$ cat config.mk
export PLATFORM = sky130hd
export DESIGN_NAME = mm3_seq
export DESIGN_NICKNAME = d
export VERILOG_FILES = /design/src/rtl/mm3_pkg.sv /design/src/rtl/mm3_decode.sv /design/src/rtl/mm3_alu.sv /design/src/rtl/mm3_ctrl.sv /design/src/rtl/mm3_datapath.sv /design/src/rtl/mm3_seq.sv
export SDC_FILE = /design/constraint.sdc
export NUM_CORES = 1
export LEC_CHECK = 0
export BUFFER_PORTS_ARGS = -buffer_cell sky130_fd_sc_hd__buf_2
export CAP_MARGIN = 20
export CORE_MARGIN = 2
export CORE_UTILIZATION = 40
export CTS_CLUSTER_SIZE = 28
export DETAILED_ROUTE_END_ITERATION = 10
export GPL_TIMING_DRIVEN = 0
export HOLD_SLACK_MARGIN = 0.15
export PLACE_DENSITY = 0.69
export SYNTH_ARGS = -nofsm -noshare
export SYNTH_HDL_FRONTEND = slang
export SYNTH_SLANG_ARGS = --single-unit
$ cat constraint.sdc
create_clock -name clk -period 4.28 [get_ports clk]
set_input_delay 0.856 -clock clk [delete_from_list [all_inputs] [get_ports clk]]
set_output_delay 0.856 -clock clk [all_outputs]
set_load 0.1 [all_outputs]
$ cat src/rtl/mm3_pkg.sv
package mm3_pkg;

    typedef enum logic [3:0] {
        ST_OPC,
        ST_DST_LO,
        ST_DST_HI,
        ST_SA_LO,
        ST_SA_HI,
        ST_SB_LO,
        ST_SB_HI,
        ST_RD_A,
        ST_RD_B,
        ST_EXEC,
        ST_WR_D,
        ST_HALT
    } seq_state_t;

    typedef enum logic [2:0] {
        ALU_ADD,
        ALU_SUB,
        ALU_AND,
        ALU_OR,
        ALU_XOR,
        ALU_PASS
    } alu_op_t;

    typedef enum logic [1:0] {
        SEL_PC,
        SEL_DST,
        SEL_SA,
        SEL_SB
    } addr_sel_t;

    localparam int NUM_FIELDS = 3;

    localparam logic [7:0] OPC_ADD = 8'h01;
    localparam logic [7:0] OPC_SUB = 8'h02;
    localparam logic [7:0] OPC_AND = 8'h03;
    localparam logic [7:0] OPC_OR  = 8'h04;
    localparam logic [7:0] OPC_XOR = 8'h05;
    localparam logic [7:0] OPC_MOV = 8'h06;

endpackage

$ cat src/rtl/mm3_decode.sv
module mm3_decode
    import mm3_pkg::*;
#(
    parameter int DW = 8
) (
    input  logic [DW-1:0] opc,
    output logic          valid,
    output logic          two_src,
    output alu_op_t       alu_op
);

    always_comb begin
        valid   = 1'b1;
        two_src = 1'b1;
        alu_op  = ALU_ADD;
        unique case (opc)
            DW'(OPC_ADD): alu_op = ALU_ADD;
            DW'(OPC_SUB): alu_op = ALU_SUB;
            DW'(OPC_AND): alu_op = ALU_AND;
            DW'(OPC_OR):  alu_op = ALU_OR;
            DW'(OPC_XOR): alu_op = ALU_XOR;
            DW'(OPC_MOV): begin
                alu_op  = ALU_PASS;
                two_src = 1'b0;
            end
            default: begin
                valid   = 1'b0;
                two_src = 1'b0;
            end
        endcase
    end

endmodule

$ cat src/rtl/mm3_alu.sv
module mm3_alu
    import mm3_pkg::*;
#(
    parameter int DW = 8
) (
    input  alu_op_t       op,
    input  logic [DW-1:0] a,
    input  logic [DW-1:0] b,
    output logic [DW-1:0] y
);

    always_comb begin
        unique case (op)
            ALU_ADD:  y = a + b;
            ALU_SUB:  y = a - b;
            ALU_AND:  y = a & b;
            ALU_OR:   y = a | b;
            ALU_XOR:  y = a ^ b;
            ALU_PASS: y = a;
            default:  y = '0;
        endcase
    end

endmodule

$ cat src/rtl/mm3_ctrl.sv
module mm3_ctrl
    import mm3_pkg::*;
(
    input  logic       clk,
    input  logic       rst_n,
    input  logic       mem_ready,
    input  logic       opc_valid,
    input  logic       two_src,
    output seq_state_t state,
    output logic       req,
    output logic       we,
    output addr_sel_t  addr_sel,
    output logic       in_opc,
    output logic       halted
);

    seq_state_t state_q;
    seq_state_t state_d;
    logic       done;

    assign state = state_q;
    assign done  = req & mem_ready;

    // state register
    always_ff @(posedge clk or negedge rst_n) begin
        if (!rst_n) begin
            state_q <= ST_OPC;
        end else begin
            state_q <= state_d;
        end
    end

    // next-state selection
    always_comb begin
        state_d = state_q;
        unique case (state_q)
            ST_OPC:    if (done) state_d = opc_valid ? ST_DST_LO : ST_HALT;
            ST_DST_LO: if (done) state_d = ST_DST_HI;
            ST_DST_HI: if (done) state_d = ST_SA_LO;
            ST_SA_LO:  if (done) state_d = ST_SA_HI;
            ST_SA_HI:  if (done) state_d = two_src ? ST_SB_LO : ST_RD_A;
            ST_SB_LO:  if (done) state_d = ST_SB_HI;
            ST_SB_HI:  if (done) state_d = ST_RD_A;
            ST_RD_A:   if (done) state_d = two_src ? ST_RD_B : ST_EXEC;
            ST_RD_B:   if (done) state_d = ST_EXEC;
            ST_EXEC:   state_d = ST_WR_D;
            ST_WR_D:   if (done) state_d = ST_OPC;
            ST_HALT:   state_d = ST_HALT;
            default:   state_d = ST_HALT;
        endcase
    end

    // outputs per state
    always_comb begin
        req      = 1'b1;
        we       = 1'b0;
        addr_sel = SEL_PC;
        in_opc   = 1'b0;
        halted   = 1'b0;
        unique case (state_q)
            ST_OPC:    in_opc = 1'b1;
            ST_DST_LO,
            ST_DST_HI,
            ST_SA_LO,
            ST_SA_HI,
            ST_SB_LO,
            ST_SB_HI:  addr_sel = SEL_PC;
            ST_RD_A:   addr_sel = SEL_SA;
            ST_RD_B:   addr_sel = SEL_SB;
            ST_EXEC:   req = 1'b0;
            ST_WR_D: begin
                addr_sel = SEL_DST;
                we       = 1'b1;
            end
            ST_HALT: begin
                req    = 1'b0;
                halted = 1'b1;
            end
            default: begin
                req    = 1'b0;
                halted = 1'b1;
            end
        endcase
    end

endmodule

$ cat src/rtl/mm3_datapath.sv
module mm3_datapath
    import mm3_pkg::*;
#(
    parameter int DW = 8,
    localparam int AW = 2 * DW
) (
    input  logic          clk,
    input  logic          rst_n,
    input  seq_state_t    state,
    input  logic          done,
    input  addr_sel_t     addr_sel,
    input  logic [DW-1:0] rdata,
    input  logic [DW-1:0] alu_y,
    output logic [DW-1:0] opc_q,
    output logic [DW-1:0] opa_q,
    output logic [DW-1:0] opb_q,
    output logic [AW-1:0] addr,
    output logic [DW-1:0] wdata
);

    logic [AW-1:0] pc_q;
    logic [AW-1:0] fld_q [NUM_FIELDS];
    logic [DW-1:0] res_q;
    logic          fetching;

    assign fetching = (state == ST_OPC)    || (state == ST_DST_LO) ||
                      (state == ST_DST_HI) || (state == ST_SA_LO)  ||
                      (state == ST_SA_HI)  || (state == ST_SB_LO)  ||
                      (state == ST_SB_HI);

    always_ff @(posedge clk or negedge rst_n) begin
        if (!rst_n) begin
            pc_q <= '0;
        end else if (done && fetching) begin
            pc_q <= pc_q + AW'(1);
        end
    end

    always_ff @(posedge clk or negedge rst_n) begin
        if (!rst_n) begin
            opc_q <= '0;
            opa_q <= '0;
            opb_q <= '0;
            res_q <= '0;
        end else begin
            if (done && state == ST_OPC)  opc_q <= rdata;
            if (done && state == ST_RD_A) opa_q <= rdata;
            if (done && state == ST_RD_B) opb_q <= rdata;
            if (state == ST_EXEC)         res_q <= alu_y;
        end
    end

    // one low/high byte pair per address field
    for (genvar f = 0; f < NUM_FIELDS; f++) begin : g_fld
        localparam seq_state_t LO_ST = (f == 0) ? ST_DST_LO :
                                       (f == 1) ? ST_SA_LO : ST_SB_LO;
        localparam seq_state_t HI_ST = (f == 0) ? ST_DST_HI :
                                       (f == 1) ? ST_SA_HI : ST_SB_HI;
        always_ff @(posedge clk or negedge rst_n) begin
            if (!rst_n) begin
                fld_q[f] <= '0;
            end else if (done && state == LO_ST) begin
                fld_q[f][DW-1:0] <= rdata;
            end else if (done && state == HI_ST) begin
                fld_q[f][AW-1:DW] <= rdata;
            end
        end
    end

    always_comb begin
        unique case (addr_sel)
            SEL_PC:  addr = pc_q;
            SEL_DST: addr = fld_q[0];
            SEL_SA:  addr = fld_q[1];
            SEL_SB:  addr = fld_q[2];
            default: addr = pc_q;
        endcase
    end

    assign wdata = res_q;

endmodule

$ cat src/rtl/mm3_seq.sv
module mm3_seq
    import mm3_pkg::*;
#(
    parameter int DW = 8,
    localparam int AW = 2 * DW
) (
    input  logic          clk,
    input  logic          rst_n,
    output logic          mem_req,
    output logic          mem_we,
    output logic [AW-1:0] mem_addr,
    output logic [DW-1:0] mem_wdata,
    input  logic [DW-1:0] mem_rdata,
    input  logic          mem_ready,
    output logic          illegal
);

    seq_state_t    state;
    addr_sel_t     addr_sel;
    alu_op_t       alu_op;
    logic          in_opc;
    logic          opc_valid;
    logic          two_src;
    logic [DW-1:0] opc_q;
    logic [DW-1:0] opa_q;
    logic [DW-1:0] opb_q;
    logic [DW-1:0] alu_y;
    logic [DW-1:0] dec_in;

    // the live byte is decoded in the opcode state, the held one afterwards
    assign dec_in = in_opc ? mem_rdata : opc_q;

    mm3_decode #(.DW(DW)) u_dec (
        .opc     (dec_in),
        .valid   (opc_valid),
        .two_src (two_src),
        .alu_op  (alu_op)
    );

    mm3_ctrl u_ctrl (
        .clk       (clk),
        .rst_n     (rst_n),
        .mem_ready (mem_ready),
        .opc_valid (opc_valid),
        .two_src   (two_src),
        .state     (state),
        .req       (mem_req),
        .we        (mem_we),
        .addr_sel  (addr_sel),
        .in_opc    (in_opc),
        .halted    (illegal)
    );

    mm3_alu #(.DW(DW)) u_alu (
        .op (alu_op),
        .a  (opa_q),
        .b  (opb_q),
        .y  (alu_y)
    );

    mm3_datapath #(.DW(DW)) u_dp (
        .clk      (clk),
        .rst_n    (rst_n),
        .state    (state),
        .done     (mem_req & mem_ready),
        .addr_sel (addr_sel),
        .rdata    (mem_rdata),
        .alu_y    (alu_y),
        .opc_q    (opc_q),
        .opa_q    (opa_q),
        .opb_q    (opb_q),
        .addr     (mem_addr),
        .wdata    (mem_wdata)
    );

endmodule

==> flow_metrics.py <==
metrics = {
    "synth": {
        "synth_top_area_share_pct": 44.9,
        "ys_ff_latch": 100,
        "synthMostInstantiatedCell": "dfrtp_1",
        "synth_top_area_cell": "dfrtp_1",
        "synthTopCellsByCount": "dfrtp_1 (100), mux2_2 (65), nor2_1 (50)",
        "synth_cells": 534,
        "synth_area_leaders": "dfrtp_1 (45%), mux2_2 (13%), ha_1 (5.6%)",
        "synth_nets": 571,
        "ys_async_sr_fraction_pct": 100,
        "syn_area_um2": 5580,
        "synth-edff-count": 0,
        "synth.distinct_cells": 54,
        "ys_seq_area_share_pct": 44.9,
        "ys_warn_count": 0,
        "avgSynthCellArea_um2": 10.4,
        "synth_top_flop_cell": "dfrtp_1",
    },
    "placed_design": {
        "routabilityCongestion": 0.888,
        "placed_cell_area_um2": 6030,
        "place.detailed.hpwl_um": 9920,
        "io_buffer_count": 36,
    },
    "worst_setup_path": {
        "rr_worst_depth": 12,
        "worstPathArrival_ns": 3.04,
        "endpoint_kind": "primary output",
        "path_max_fanout": 10,
        "cp_slowest_cell": "nor3_2",
        "path_cells": "buf_4 -> clkbuf_1 -> nor3_2 -> clkbuf_1 -> a222oi_1 -> a21oi_2 -> buf_2",
        "path_class": "reg2out",
        "cp.required_ns": 3.42,
        "r2r-start": "u_ctrl.state[0]",
        "path_common_cell": "clkbuf_1",
        "critPathLaunchType": "flip-flop",
        "crit_start": "u_ctrl.state[1]",
        "r2r_slack_ns": 0.74,
        "max_stage_delay_ns": 0.56,
    },
    "route": {
        "ant_nets": 0,
        "drtPass1Iterations": 8,
        "routedWlPerCell_um": 17.9,
        "drt_iter0_drc": 471,
        "vias": 4310,
        "vias_per_cell": 5.62,
        "drc": 0,
        "routed_wl_um": 13700,
    },
    "die": {
        "ios": 38,
        "dieArea_um2": 14900,
        "core_area_um2": 13800,
        "fp.dieW_um": 122,
        "num_rows": 43,
        "die-height_um": 122,
        "start_util_pct": 40.5,
    },
    "sta": {
        "slew_headroom_pct": 39.8,
        "max_freq_ghz": 0.256,
        "final_hold_viol_count": 0,
        "setup_viol": 0,
        "slew_viol_final": 0,
        "finClkSkew_ns": 0.00521,
        "rsz0062_at_grt": "false",
        "fin_crit_ns": 3.90,
        "fin_crit_sh_pct": 91.1,
        "tns_ns": 0,
        "worstMarginPinSlew_ns": 0.900,
    },
    "cells_and_area": {
        "drive_gt1_share_pct": 24.4,
        "fin_area_um2": 6310,
        "nFillCells": 1313,
        "areaGrowthSynthToFinish_pct": 13.2,
        "diodes": 0,
        "nNetsFinal": 619,
    },
    "clock_tree": {
        "ctsResizeCount": 0,
        "post_cts_buffers": 0,
        "clock_sinks": 100,
        "clkLatencyLatePin_ns": 0.35,
        "clk_pin_slew_ns": 0.07,
        "cts_max_path_buffers": 2,
        "htreeDepth": 3,
        "cts_buffers": 9,
        "cts_root_buffer": "clkbuf_16",
        "cts_hold_buf": 0,
        "cts_tree": "built",
    },
    "global_route": {
        "grt_overflow": 0,
        "grt_pass1_wl_um": 22300,
        "grt_usage_pct": 19.2,
        "grt_max_degree": 78,
        "first_global_vias": 4336,
        "grt_antenna_before_repair": 0,
    },
    "hold_path": {
        "hp-class": "in2async",
    },
    "outcome": {
        "status": "finished, final reports clean",
    },
    "run": {
        "max_cap_viol_count": 0,
    },
}
==> metrics by stage <==
| stage | hold WS [ns] | setup WS (ns) | cells | util (%) |
|---|---|---|---|---|
| floorplan | 0.446 | 0.0676 | 534 | - |
| global placement | 0.466 | 0.298 | 750 | 43.5 |
| detailed placement | 0.463 | 0.202 | 751 | 43.8 |
| CTS | 0.425 | 0.0812 | 767 | 45.8 |
| global route | 0.436 | 0.223 | 767 | 45.8 |
| finish | 0.416 | 0.380 | 767 | 45.8 |
==> cell families after synthesis <==
kind of cell | synth area share (%)
buffers and inverters | 4.51
and+or+nand+nor | 13.9
muxes | 13.9
xor gates and xnor gates | 4.40
adders and majority gates | 5.97
AOI/OAI and AO/OA | 12.5
DFF | 44.9
==> worst max-delay path: cells and delay by family (launching register included) <==
family          cells  cell delay [ns]
simple gates        1             0.56
flops               1             0.36
compound gates      2             0.47
buf+inv             4             1.31
==> cell usage in the layout, fill, tap and decap left out, types with 9 or more instances in the layout <==
cell type	synthesis	layout
a21oi_1	28	24
a222oi_1	20	20
buf_2	3	38
clkbuf_1	23	25
clkbuf_16	0	9
dfrtp_1	100	100
ha_1	25	25
inv_1	30	30
mux2_2	65	65
nand2_1	37	37
nand3_1	10	10
nor2_1	50	50
nor2b_1	10	10
o21ai_0	21	21
xnor2_1	21	21
==> worst paths after layout <==
check,end
hold reg to reg,u_dp.pc_q[15]
min in group clk,u_dp.pc_q[15]
hold / removal,u_dp.opa_q[6]
max in group asynchronous,u_dp.fld_q[0]
setup reg to reg,u_dp.wdata[7]
setup / recovery,mem_addr[4]
==> sequential cells by signal, indices dropped and copies added, names as in the netlist <==
signal        cells
u_ctrl.state      4
u_dp.fld_q       48
u_dp.opa_q        8
u_dp.opb_q        8
u_dp.opc_q        8
u_dp.pc_q        16
u_dp.wdata        8
==> routing by layer <==
| layer | routed length, µm | up-vias | global-route usage (%) |
|---|---|---|---|
| met2 | 7020 | 100 | 34.1 |
| li1 | - | 2015 | - |
| met3 | 512 | 15 | 3.98 |
| met1 | 6010 | 2180 | 24.1 |
| met4 | 163 | 0 | 4.45 |
| met5 | 0 | - | 0 |
==> layout make-up <==
class | count | area (µm²) | area share, %
Multi-Input combinational cell | 374 | 2840 | 45.0
Sequential cell | 100 | 2500 | 39.7
Clock buffer | 12 | 246 | 3.91
Tap cell | 180 | 225 | 3.57
Timing Repair Buffer | 37 | 210 | 3.33
Buffer | 30 | 139 | 2.20
Inverter | 30 | 113 | 1.78
Clock inverter | 4 | 33.8 | 0.535
Power is not shown: default switching activity piles up to over one toggle a cycle in this logic, so the estimate is an artifact.
